<file path="src/rtl/addr_dec_pkg.sv">
package addr_dec_pkg;

    // Width of an index able to address n distinct targets, never below one bit.
    function automatic int unsigned idx_bits(input int unsigned n);
        return (n <= 1) ? 1 : $clog2(n);
    endfunction

    // Where a lane's selected index came from.
    typedef enum logic [1:0] {
        SRC_RULE     = 2'd0,
        SRC_FALLBACK = 2'd1,
        SRC_DECERR   = 2'd2
    } sel_src_e;

endpackage

</file>
<file path="src/rtl/rule_window_cmp.sv">
module rule_window_cmp #(
    parameter int unsigned ADDR_W    = 32,
    parameter int unsigned NUM_RULES = 6
) (
    input  logic [ADDR_W-1:0]                 addr_i,
    input  logic [NUM_RULES-1:0][ADDR_W-1:0]  first_i,
    input  logic [NUM_RULES-1:0][ADDR_W-1:0]  limit_i,
    output logic [NUM_RULES-1:0]              hit_vec_o
);

    // One half-open window comparator per rule; an inverted or empty
    // window can never satisfy both bounds.
    for (genvar r = 0; r < NUM_RULES; r++) begin : gen_win
        assign hit_vec_o[r] = (addr_i >= first_i[r]) && (addr_i < limit_i[r]);
    end

endmodule

</file>
<file path="src/rtl/rule_prio_pick.sv">
module rule_prio_pick #(
    parameter int unsigned NUM_RULES = 6,
    parameter int unsigned IDX_W     = 3
) (
    input  logic [NUM_RULES-1:0]             hit_vec_i,
    input  logic [NUM_RULES-1:0][IDX_W-1:0]  rule_port_i,
    output logic                             any_o,
    output logic                             multi_o,
    output logic [IDX_W-1:0]                 win_port_o
);

    always_comb begin
        win_port_o = '0;
        // Walk from the top so the lowest-numbered hit is written last.
        for (int r = NUM_RULES - 1; r >= 0; r--) begin
            if (hit_vec_i[r]) begin
                win_port_o = rule_port_i[r];
            end
        end
    end

    assign any_o   = |hit_vec_i;
    // Clearing the lowest set bit leaves something only when two or more are set.
    assign multi_o = |(hit_vec_i & (hit_vec_i - NUM_RULES'(1)));

    always_comb begin
        a_r3_overlap_needs_hit: assert (!multi_o || any_o)
            else $error("overlap flagged without any rule hit");
        a_r3_overlap_count: assert (multi_o == ($countones(hit_vec_i) > 1))
            else $error("overlap flag disagrees with hit count");
    end

endmodule

</file>
<file path="src/rtl/lane_port_select.sv">
module lane_port_select
    import addr_dec_pkg::*;
#(
    parameter int unsigned NUM_PORTS = 4,
    parameter int unsigned IDX_W     = 3
) (
    input  logic             any_i,
    input  logic [IDX_W-1:0] win_port_i,
    input  logic             fb_en_i,
    input  logic [IDX_W-1:0] fb_port_i,
    output logic [IDX_W-1:0] port_idx_o,
    output logic             hit_o,
    output logic             decerr_o
);

    localparam logic [IDX_W-1:0] ERR_IDX = IDX_W'(NUM_PORTS);

    sel_src_e src;

    always_comb begin
        if (any_i) begin
            src = SRC_RULE;
        end else if (fb_en_i) begin
            src = SRC_FALLBACK;
        end else begin
            src = SRC_DECERR;
        end
    end

    always_comb begin
        unique case (src)
            SRC_RULE:     port_idx_o = win_port_i;
            SRC_FALLBACK: port_idx_o = fb_port_i;
            default:      port_idx_o = ERR_IDX;
        endcase
    end

    assign hit_o    = (src == SRC_RULE);
    assign decerr_o = (src == SRC_DECERR);

    always_comb begin
        a_r5_err_index: assert (!decerr_o || (port_idx_o == ERR_IDX))
            else $error("decode error without reserved index");
        a_r4_fallback_index: assert (hit_o || decerr_o || (port_idx_o == fb_port_i))
            else $error("fallback taken with wrong index");
        a_r6_hit_excludes_err: assert (!(hit_o && decerr_o))
            else $error("hit and decode error together");
        a_r6_rule_index: assert (!hit_o || (port_idx_o == win_port_i))
            else $error("rule hit with index not from rule");
    end

endmodule

</file>
<file path="src/rtl/addr_rule_decoder.sv">
module addr_rule_decoder
    import addr_dec_pkg::*;
#(
    parameter int unsigned NUM_UP    = 2,
    parameter int unsigned NUM_PORTS = 4,
    parameter int unsigned NUM_RULES = 6,
    parameter int unsigned ADDR_W    = 32,
    localparam int unsigned IDX_W    = idx_bits(NUM_PORTS + 1)
) (
    input  logic [NUM_UP-1:0][ADDR_W-1:0]     addr_i,
    input  logic [NUM_RULES-1:0][IDX_W-1:0]   rule_port_i,
    input  logic [NUM_RULES-1:0][ADDR_W-1:0]  rule_first_i,
    input  logic [NUM_RULES-1:0][ADDR_W-1:0]  rule_limit_i,
    input  logic [NUM_UP-1:0]                 fb_en_i,
    input  logic [NUM_UP-1:0][IDX_W-1:0]      fb_port_i,
    output logic [NUM_UP-1:0][IDX_W-1:0]      port_idx_o,
    output logic [NUM_UP-1:0]                 hit_o,
    output logic [NUM_UP-1:0]                 decerr_o,
    output logic [NUM_UP-1:0]                 overlap_o
);

    // One independent lane per upstream port; the rule table is shared.
    for (genvar u = 0; u < NUM_UP; u++) begin : gen_lane
        logic [NUM_RULES-1:0] hit_vec;
        logic                 any_hit;
        logic [IDX_W-1:0]     win_port;

        rule_window_cmp #(
            .ADDR_W    (ADDR_W),
            .NUM_RULES (NUM_RULES)
        ) cmp_i (
            .addr_i    (addr_i[u]),
            .first_i   (rule_first_i),
            .limit_i   (rule_limit_i),
            .hit_vec_o (hit_vec)
        );

        rule_prio_pick #(
            .NUM_RULES (NUM_RULES),
            .IDX_W     (IDX_W)
        ) pick_i (
            .hit_vec_i   (hit_vec),
            .rule_port_i (rule_port_i),
            .any_o       (any_hit),
            .multi_o     (overlap_o[u]),
            .win_port_o  (win_port)
        );

        lane_port_select #(
            .NUM_PORTS (NUM_PORTS),
            .IDX_W     (IDX_W)
        ) sel_i (
            .any_i      (any_hit),
            .win_port_i (win_port),
            .fb_en_i    (fb_en_i[u]),
            .fb_port_i  (fb_port_i[u]),
            .port_idx_o (port_idx_o[u]),
            .hit_o      (hit_o[u]),
            .decerr_o   (decerr_o[u])
        );

        always_comb begin
            a_r3_overlap_implies_hit: assert (!overlap_o[u] || hit_o[u])
                else $error("lane overlap without hit");
        end
    end

endmodule

</file>
<file path="config.mk">
export PLATFORM = sky130hd
export DESIGN_NAME = addr_rule_decoder
export DESIGN_NICKNAME = d
export VERILOG_FILES = /design/src/rtl/addr_dec_pkg.sv /design/src/rtl/rule_window_cmp.sv /design/src/rtl/rule_prio_pick.sv /design/src/rtl/lane_port_select.sv /design/src/rtl/addr_rule_decoder.sv
export SDC_FILE = /design/constraint.sdc
export NUM_CORES = 1
export LEC_CHECK = 0
export ABC_AREA = 1
export BUFFER_PORTS_ARGS = -buffer_cell sky130_fd_sc_hd__buf_4
export CAP_MARGIN = 10
export CORE_ASPECT_RATIO = 0.7
export CORE_MARGIN = 10
export CORE_UTILIZATION = 50
export DETAILED_ROUTE_END_ITERATION = 6
export GPL_ROUTABILITY_DRIVEN = 0
export PLACE_DENSITY = 0.82
export REMOVE_ABC_BUFFERS = 1
export SLEW_MARGIN = 20
export SYNTH_ARGS = -nofsm -noshare
export SYNTH_HDL_FRONTEND = slang
export SYNTH_SLANG_ARGS = --single-unit
</file>
<file path="constraint.sdc">
create_clock -name vclk -period 3.24
set_clock_uncertainty 0.1 [all_clocks]
set_input_delay 0.324 -clock vclk [all_inputs]
set_output_delay 0.324 -clock vclk [all_outputs]
set_load 0.005 [all_outputs]
</file>
==> results of run 1 <==
-- layout make-up --
| class | instances | area (um^2) |
|---|---|---|
| Multi-Input combinational cell | 2339 | 16800 |
| Fill cell | 3489 | 13900 |
| Timing Repair Buffer | 502 | 3770 |
| Inverter | 543 | 2040 |
| Tap cell | 488 | 611 |
| Antenna cell | 13 | 32.5 |
-- power breakdown --
part	switching, uW	leakage [uW]	internal (uW)
combinational	1880	0.0143	1390
sequential	0	0	0
clock	0	0.0000000824	0.000540
-- how the worst max path moves through the flow --
stage / startpoint / endpoint / slack [ns] / cells past startpoint
6_report: addr_i[63] / port_idx_o[4] / 0.18 / 16
5_1_grt: addr_i[32] / port_idx_o[4] / 0.002 / 20
4_1_cts: addr_i[63] / port_idx_o[4] / 0.06 / 16
3_5_place_dp: addr_i[63] / port_idx_o[4] / 0.07 / 16
3_3_place_gp: addr_i[63] / port_idx_o[4] / 0.12 / 16
2_1_floorplan: rule_limit_i[95] / port_idx_o[3] / 0.98 / 16
-- per-stage QoR --
stage | area [um^2] | hold slack (ns) | setup WS, ns
final | 23300 | 0.820 | 0.176
after global routing | 23300 | 0.849 | 0.00207
after CTS | 23200 | 0.822 | 0.0628
after detailed placement | 23200 | 0.821 | 0.0674
after global placement | 23200 | 0.825 | 0.119
after floorplan | 18900 | 0.644 | 0.983
-- critical path: stages --
cell	delay, ns
buf_4	0.20
ha_1	0.34
nand2_1	0.07
nor2_1	0.17
nand4_1	0.23
nor2_4	0.21
nand4_1	0.20
nand3_2	0.20
nand2_2	0.10
inv_1	0.13
nor2_2	0.08
nand2_4	0.10
nor2_4	0.03
nand2_1	0.05
nand2_1	0.05
buf_4	0.13
-- cell usage in the layout, fill, tap and decap left out, drive strengths merged --
cell	netlist	final
o22ai	2	2
o31a	6	6
nand3	106	106
o21bai	12	12
ha	756	756
and3	3	3
nor2	184	184
nor4b	1	1
nand4	44	44
o21ba	1	1
o21a	21	21
nand2	640	640
a31oi	8	8
nor3	37	37
or2	3	3
inv	543	543
a21o	7	7
nor3b	2	2
o21ai	123	123
o211a	1	1
a21oi	353	353
o211ai	11	11
a211oi	2	2
nor4	15	15
diode	0	13
buf	6	502
and2	1	1
-- kinds of logic (layout without fill, tap and decap cells) --
logic type | after synthesis | after routing
buffers and inverters | 549 | 1045
adders and majority gates | 756 | 756
AOI/OAI and AO/OA | 547 | 547
and+or+nand+nor | 1036 | 1036
other | 0 | 13
-- per-layer routing --
layer / global-route usage (%) / wire, um / vias to the layer above
li1: - / - / 10800
met1: 40.9 / 32100 / 9420
met4: 10.3 / 2790 / 2
met3: 5.04 / 7850 / 153
met2: 48.6 / 32100 / 1026
met5: 0 / 13 / -
==> flow_summary.json, run 1 <==
{
  "fin_cells": 3885,
  "holdBufCountCts": 0,
  "netlist_instances": 2888,
  "initial_core_util_pct": 50.8,
  "rsz0062_at_grt": "false",
  "synth_top_area_share_pct": 50.1,
  "synth_fa_ha_area_share_pct": 50.1,
  "yosysMostFrequentCell": "ha_1",
  "routed_wl_um": 74800,
  "drcViolationCount": 0,
  "setup_viol": 0,
  "hold_viol": 0,
  "design.seq.count": 0,
  "post_drt_wl_per_cell_um": 19.3,
  "die_w_um": 252,
  "fmax_mhz": 326,
  "muxShareOfSynthArea_pct": 0,
  "ys_types": 38,
  "die-area_um2": 46100,
  "firstDrtPassIters": 6,
  "whs_endpoint": "port_idx_o[3]",
  "dieHeight_um": 183,
  "max-vdd-ir-drop_mv": 0.107,
  "power.total_uw": 3270,
  "synth_top_family_by_area": "adder cells",
  "worst_ep_required_time_ns": 2.82,
  "drv_cap": 0,
  "critPathCaptureType": "output pin",
  "via_count": 21400,
  "whs_path_depth": 4,
  "grt_max_degree": 13,
  "post-route-min-period_ns": 3.06,
  "slew_headroom_pct": 71.7,
  "portBuffers": 486,
  "ys_seq_area_share_pct": 0,
  "antenna_left": 0,
  "grt_pass1_wl_um": 112000,
  "grt_antenna_before_repair": 14,
  "final_util_pct": 62.6,
  "dp_hpwl_um": 65700,
  "setup_tns_ns": 0,
  "syn_avg_cell_area_um2": 6.54,
  "coreArea_um2": 37200,
  "drtIter0Drc": 1739,
  "dp_cells": 3872,
  "synth_area_um2": 18900,
  "overflow": 0,
  "worst-slew-pin-transition_ns": 0.421,
  "clock_buffers": 0,
  "hold_class": "in2out",
  "hp-start": "fb_port_i[3]",
  "min_period_over_period_pct": 94.6,
  "postCtsSetupRepairBufs": 0,
  "post_cts_resize_count": 0,
  "ys_warn_count": 0,
  "syn_to_final_growth_pct": 23.3,
  "register_area_um2": 0,
  "final_max_slew_viol_count": 0,
  "cp_max_fo": 12,
  "grt_usage_pct": 30.5,
  "io_pins": 486,
  "critical_path_class": "in2out",
  "power.density_nw_per_um2": 140,
  "std_cell_rows": 59,
  "startpoint_type": "input pin",
  "synth_compound_area_share_pct": 15.4,
  "synth_top_cell_by_area": "ha_1",
  "outcome": "finished, final reports clean",
  "p_leak_uw": 0.0143,
  "cp.arrival_ns": 2.64,
  "vias_per_cell": 5.50,
  "synthSimpleGateAreaFrac_pct": 23.5,
  "drive_gt1_share_pct": 16.1,
  "first_global_vias": 20300,
  "synth.area.top_cells": "ha_1 50%, nand2_1 13%, inv_1 11%, a21oi_1 9.3%, nor2_1 3.5%",
  "nets": 4616,
  "synth_xor_area_share_pct": 0,
  "synth_common_cells": "756 x ha_1, 633 x nand2_1, 541 x inv_1"
}
No activity file was read; power rests on OpenSTA's default activity.
==> inputs of run 2 (changes only) <==
--- a/config.mk
+++ b/config.mk
@@ -13,9 +13,10 @@
 export CORE_UTILIZATION = 50
 export DETAILED_ROUTE_END_ITERATION = 6
 export GPL_ROUTABILITY_DRIVEN = 0
-export PLACE_DENSITY = 0.82
+export PLACE_DENSITY = 0.81
 export REMOVE_ABC_BUFFERS = 1
 export SLEW_MARGIN = 20
 export SYNTH_ARGS = -nofsm -noshare
 export SYNTH_HDL_FRONTEND = slang
+export SYNTH_HIERARCHICAL = 1
 export SYNTH_SLANG_ARGS = --single-unit
==> run 2 against run 1 <==
Power grew 7.8%. First-iteration DRC count grew 10%. Flip-flop and latch count is the same. Cell area grew 9.7%. Global-route usage grew 0.34 points. Critical path depth is the same. Sequential share of layout area is the same. Clock-buffer cell count is the same. Critical endpoint is now port_idx_o[3]. Highest routed layer unchanged. Fmax shrank 2.5%. Die area grew 6.9%. Via count grew 7.7%. Largest cell class unchanged. Routed wire length grew 7.7%.
==> flow_summary.json, run 2 <==
{
  "final_util_pct": 64.0,
  "register_area_um2": 0,
  "max-vdd-ir-drop_mv": 0.170,
  "post_drt_wl_per_cell_um": 18.1,
  "critPathCaptureType": "output pin",
  "critical_path_class": "in2out",
  "p_leak_uw": 0.0170,
  "slowest_stage": "or3_4",
  "die-area_um2": 49300,
  "clock_buffers": 0,
  "synth_area_um2": 20300,
  "dp_slack_ns": -0.0846,
  "final_common_cell": "inv_1",
  "cp.arrival_ns": 2.72,
  "design.seq.count": 0,
  "drcViolationCount": 0,
  "synth.area.top_cells": "ha_1 47%, inv_1 17%, nand2_1 15%, a21oi_1 8.8%, nor2_1 4.0%",
  "dp_cells": 4444,
  "grt_pass1_wl_um": 119000,
  "setup_viol": 0,
  "final_max_slew_viol_count": 0,
  "fmax_mhz": 318,
  "final_cell_mix": "929 x inv_1, 786 x nand2_1, 743 x ha_1, 529 x buf_4, 344 x a21oi_1",
  "overflow": 0,
  "yosysMostFrequentCell": "inv_1",
  "drive_gt1_share_pct": 16.1,
  "hold_viol": 0,
  "netlist_instances": 3368,
  "syn_avg_cell_area_um2": 6.04,
  "grt_max_degree": 13,
  "vias_per_cell": 5.16,
  "grt_antenna_before_repair": 21,
  "antenna_left": 0,
  "io_pins": 486,
  "worst_ep_required_time_ns": 2.82,
  "firstDrtPassIters": 6,
  "synth_top_area_share_pct": 46.5,
  "drv_cap": 0,
  "fin_cells": 4462,
  "crit_family": "simple AND/OR/NAND/NOR gates",
  "initial_core_util_pct": 51.0,
  "slowest_delay_ns": 0.38,
  "drtIter0Drc": 1917,
  "dp_hpwl_um": 70200,
  "outcome": "finished, final reports clean",
  "routed_wl_um": 80600,
  "min_period_over_period_pct": 97.0,
  "synth_top_cell_by_area": "ha_1",
  "via_count": 23000,
  "std_cell_rows": 61,
  "nets": 5144,
  "synth_common_cells": "930 x inv_1, 794 x nand2_1, 756 x ha_1",
  "startpoint_type": "input pin",
  "post-route-min-period_ns": 3.14,
  "dieHeight_um": 189,
  "power.density_nw_per_um2": 138,
  "grt_usage_pct": 30.9,
  "coreArea_um2": 39900,
  "crit_path_frequent_cell": "nand2_1",
  "slew_headroom_pct": 69.4,
  "ys_seq_area_share_pct": 0,
  "portBuffers": 486,
  "ys_warn_count": 6,
  "setup_tns_ns": 0,
  "first_global_vias": 21600,
  "crit_chain": "buf_4 > buf_8 > ha_1 > nand2_1 > nor2_1 > nand3_1 > nor2_1 > nand2_1 > nand2_1 > nor2_1 > or2_0 > or3_4 > inv_4 > nand3_1 > nand2_1 > buf_4",
  "ys_types": 25,
  "hold_class": "in2out",
  "setup_slack_ns": 0.0981,
  "syn_to_final_growth_pct": 25.7,
  "worst-slew-pin-transition_ns": 0.454,
  "die_w_um": 261,
  "cp_max_fo": 8,
  "cp.buffers_inverters": 4
}
run 2: changes by cell type after synthesis, sizes merged, moves of 9 or more:
cell    delta
nand2    +156
inv      +397
o21ai     -41
nand3     -62
a21o       +9
o211ai     -9
nor4       -9
nor2      +38
run 2: where the power goes:
part / switching, uW / total [uW] / internal, uW
registers: 0 / 0 / 0
logic: 2000 / 3530 / 1530
clock network: 0 / 0.000621 / 0.000621
total: 2000 / 3530 / 1530
run 2: area by class of cell:
cell class,instances,area (um^2)
inverters,940,3540
fillers,3701,14400
well taps,535,669
repair buffers,546,4170
multi-input cells,2426,17200
diodes,15,37.5
run 2: kinds of logic (layout without fill, tap and decap cells):
group                    Yosys count  after routing  synth area share, %
AND/OR/NAND/NOR                 1170           1170                 23.0
other                              0             15                    0
buffers and inverters            942           1486                 17.4
AO/OA/AOI/OAI                    500            500                 13.1
adder cells (fa/ha/maj)          756            756                 46.5
run 2: worst min-delay path, cell delays in order:
cell	delay (ns)
buf_4	0.08
nand3_1	0.06
nand2_1	0.06
buf_4	0.10
run 2: layer usage:
| layer | part of all wire, % | wire [um] | track usage (%) |
|---|---|---|---|
| met1 | 43 | 34700 | 41.5 |
| met2 | 41 | 33200 | 47.1 |
| met3 | 11 | 9090 | 7.05 |
| met4 | 4.4 | 3510 | 11.0 |
| met5 | 0.086 | 69 | 0 |
run 2: timing repair:
| action | 4_1_cts | 5_1_grt |
|---|---|---|
| pin swaps | 1 | 25 |
| hold buffers | 0 | 0 |
| resized for setup | 2 | 88 |
| setup buffers | 1 | 2 |
| setup endpoints to repair | 7 | 9 |
run 2: stage by stage:
stage          total power, uW  hold WS [ns]  cell area, um^2
2_1_floorplan             1870         0.657            20300
3_3_place_gp              3290         0.841            25100
3_5_place_dp              3370         0.846            25100
4_1_cts                   3380         0.846            25100
5_1_grt                   4000         0.885            25600
6_report                  3530         0.844            25600
run 2: path summary, 6_finish.rpt:
path,start,endpoint,slack (ns),cells after the start
setup / recovery,addr_i[59],port_idx_o[3],0.1,16
hold / removal,fb_port_i[4],port_idx_o[4],0.84,4
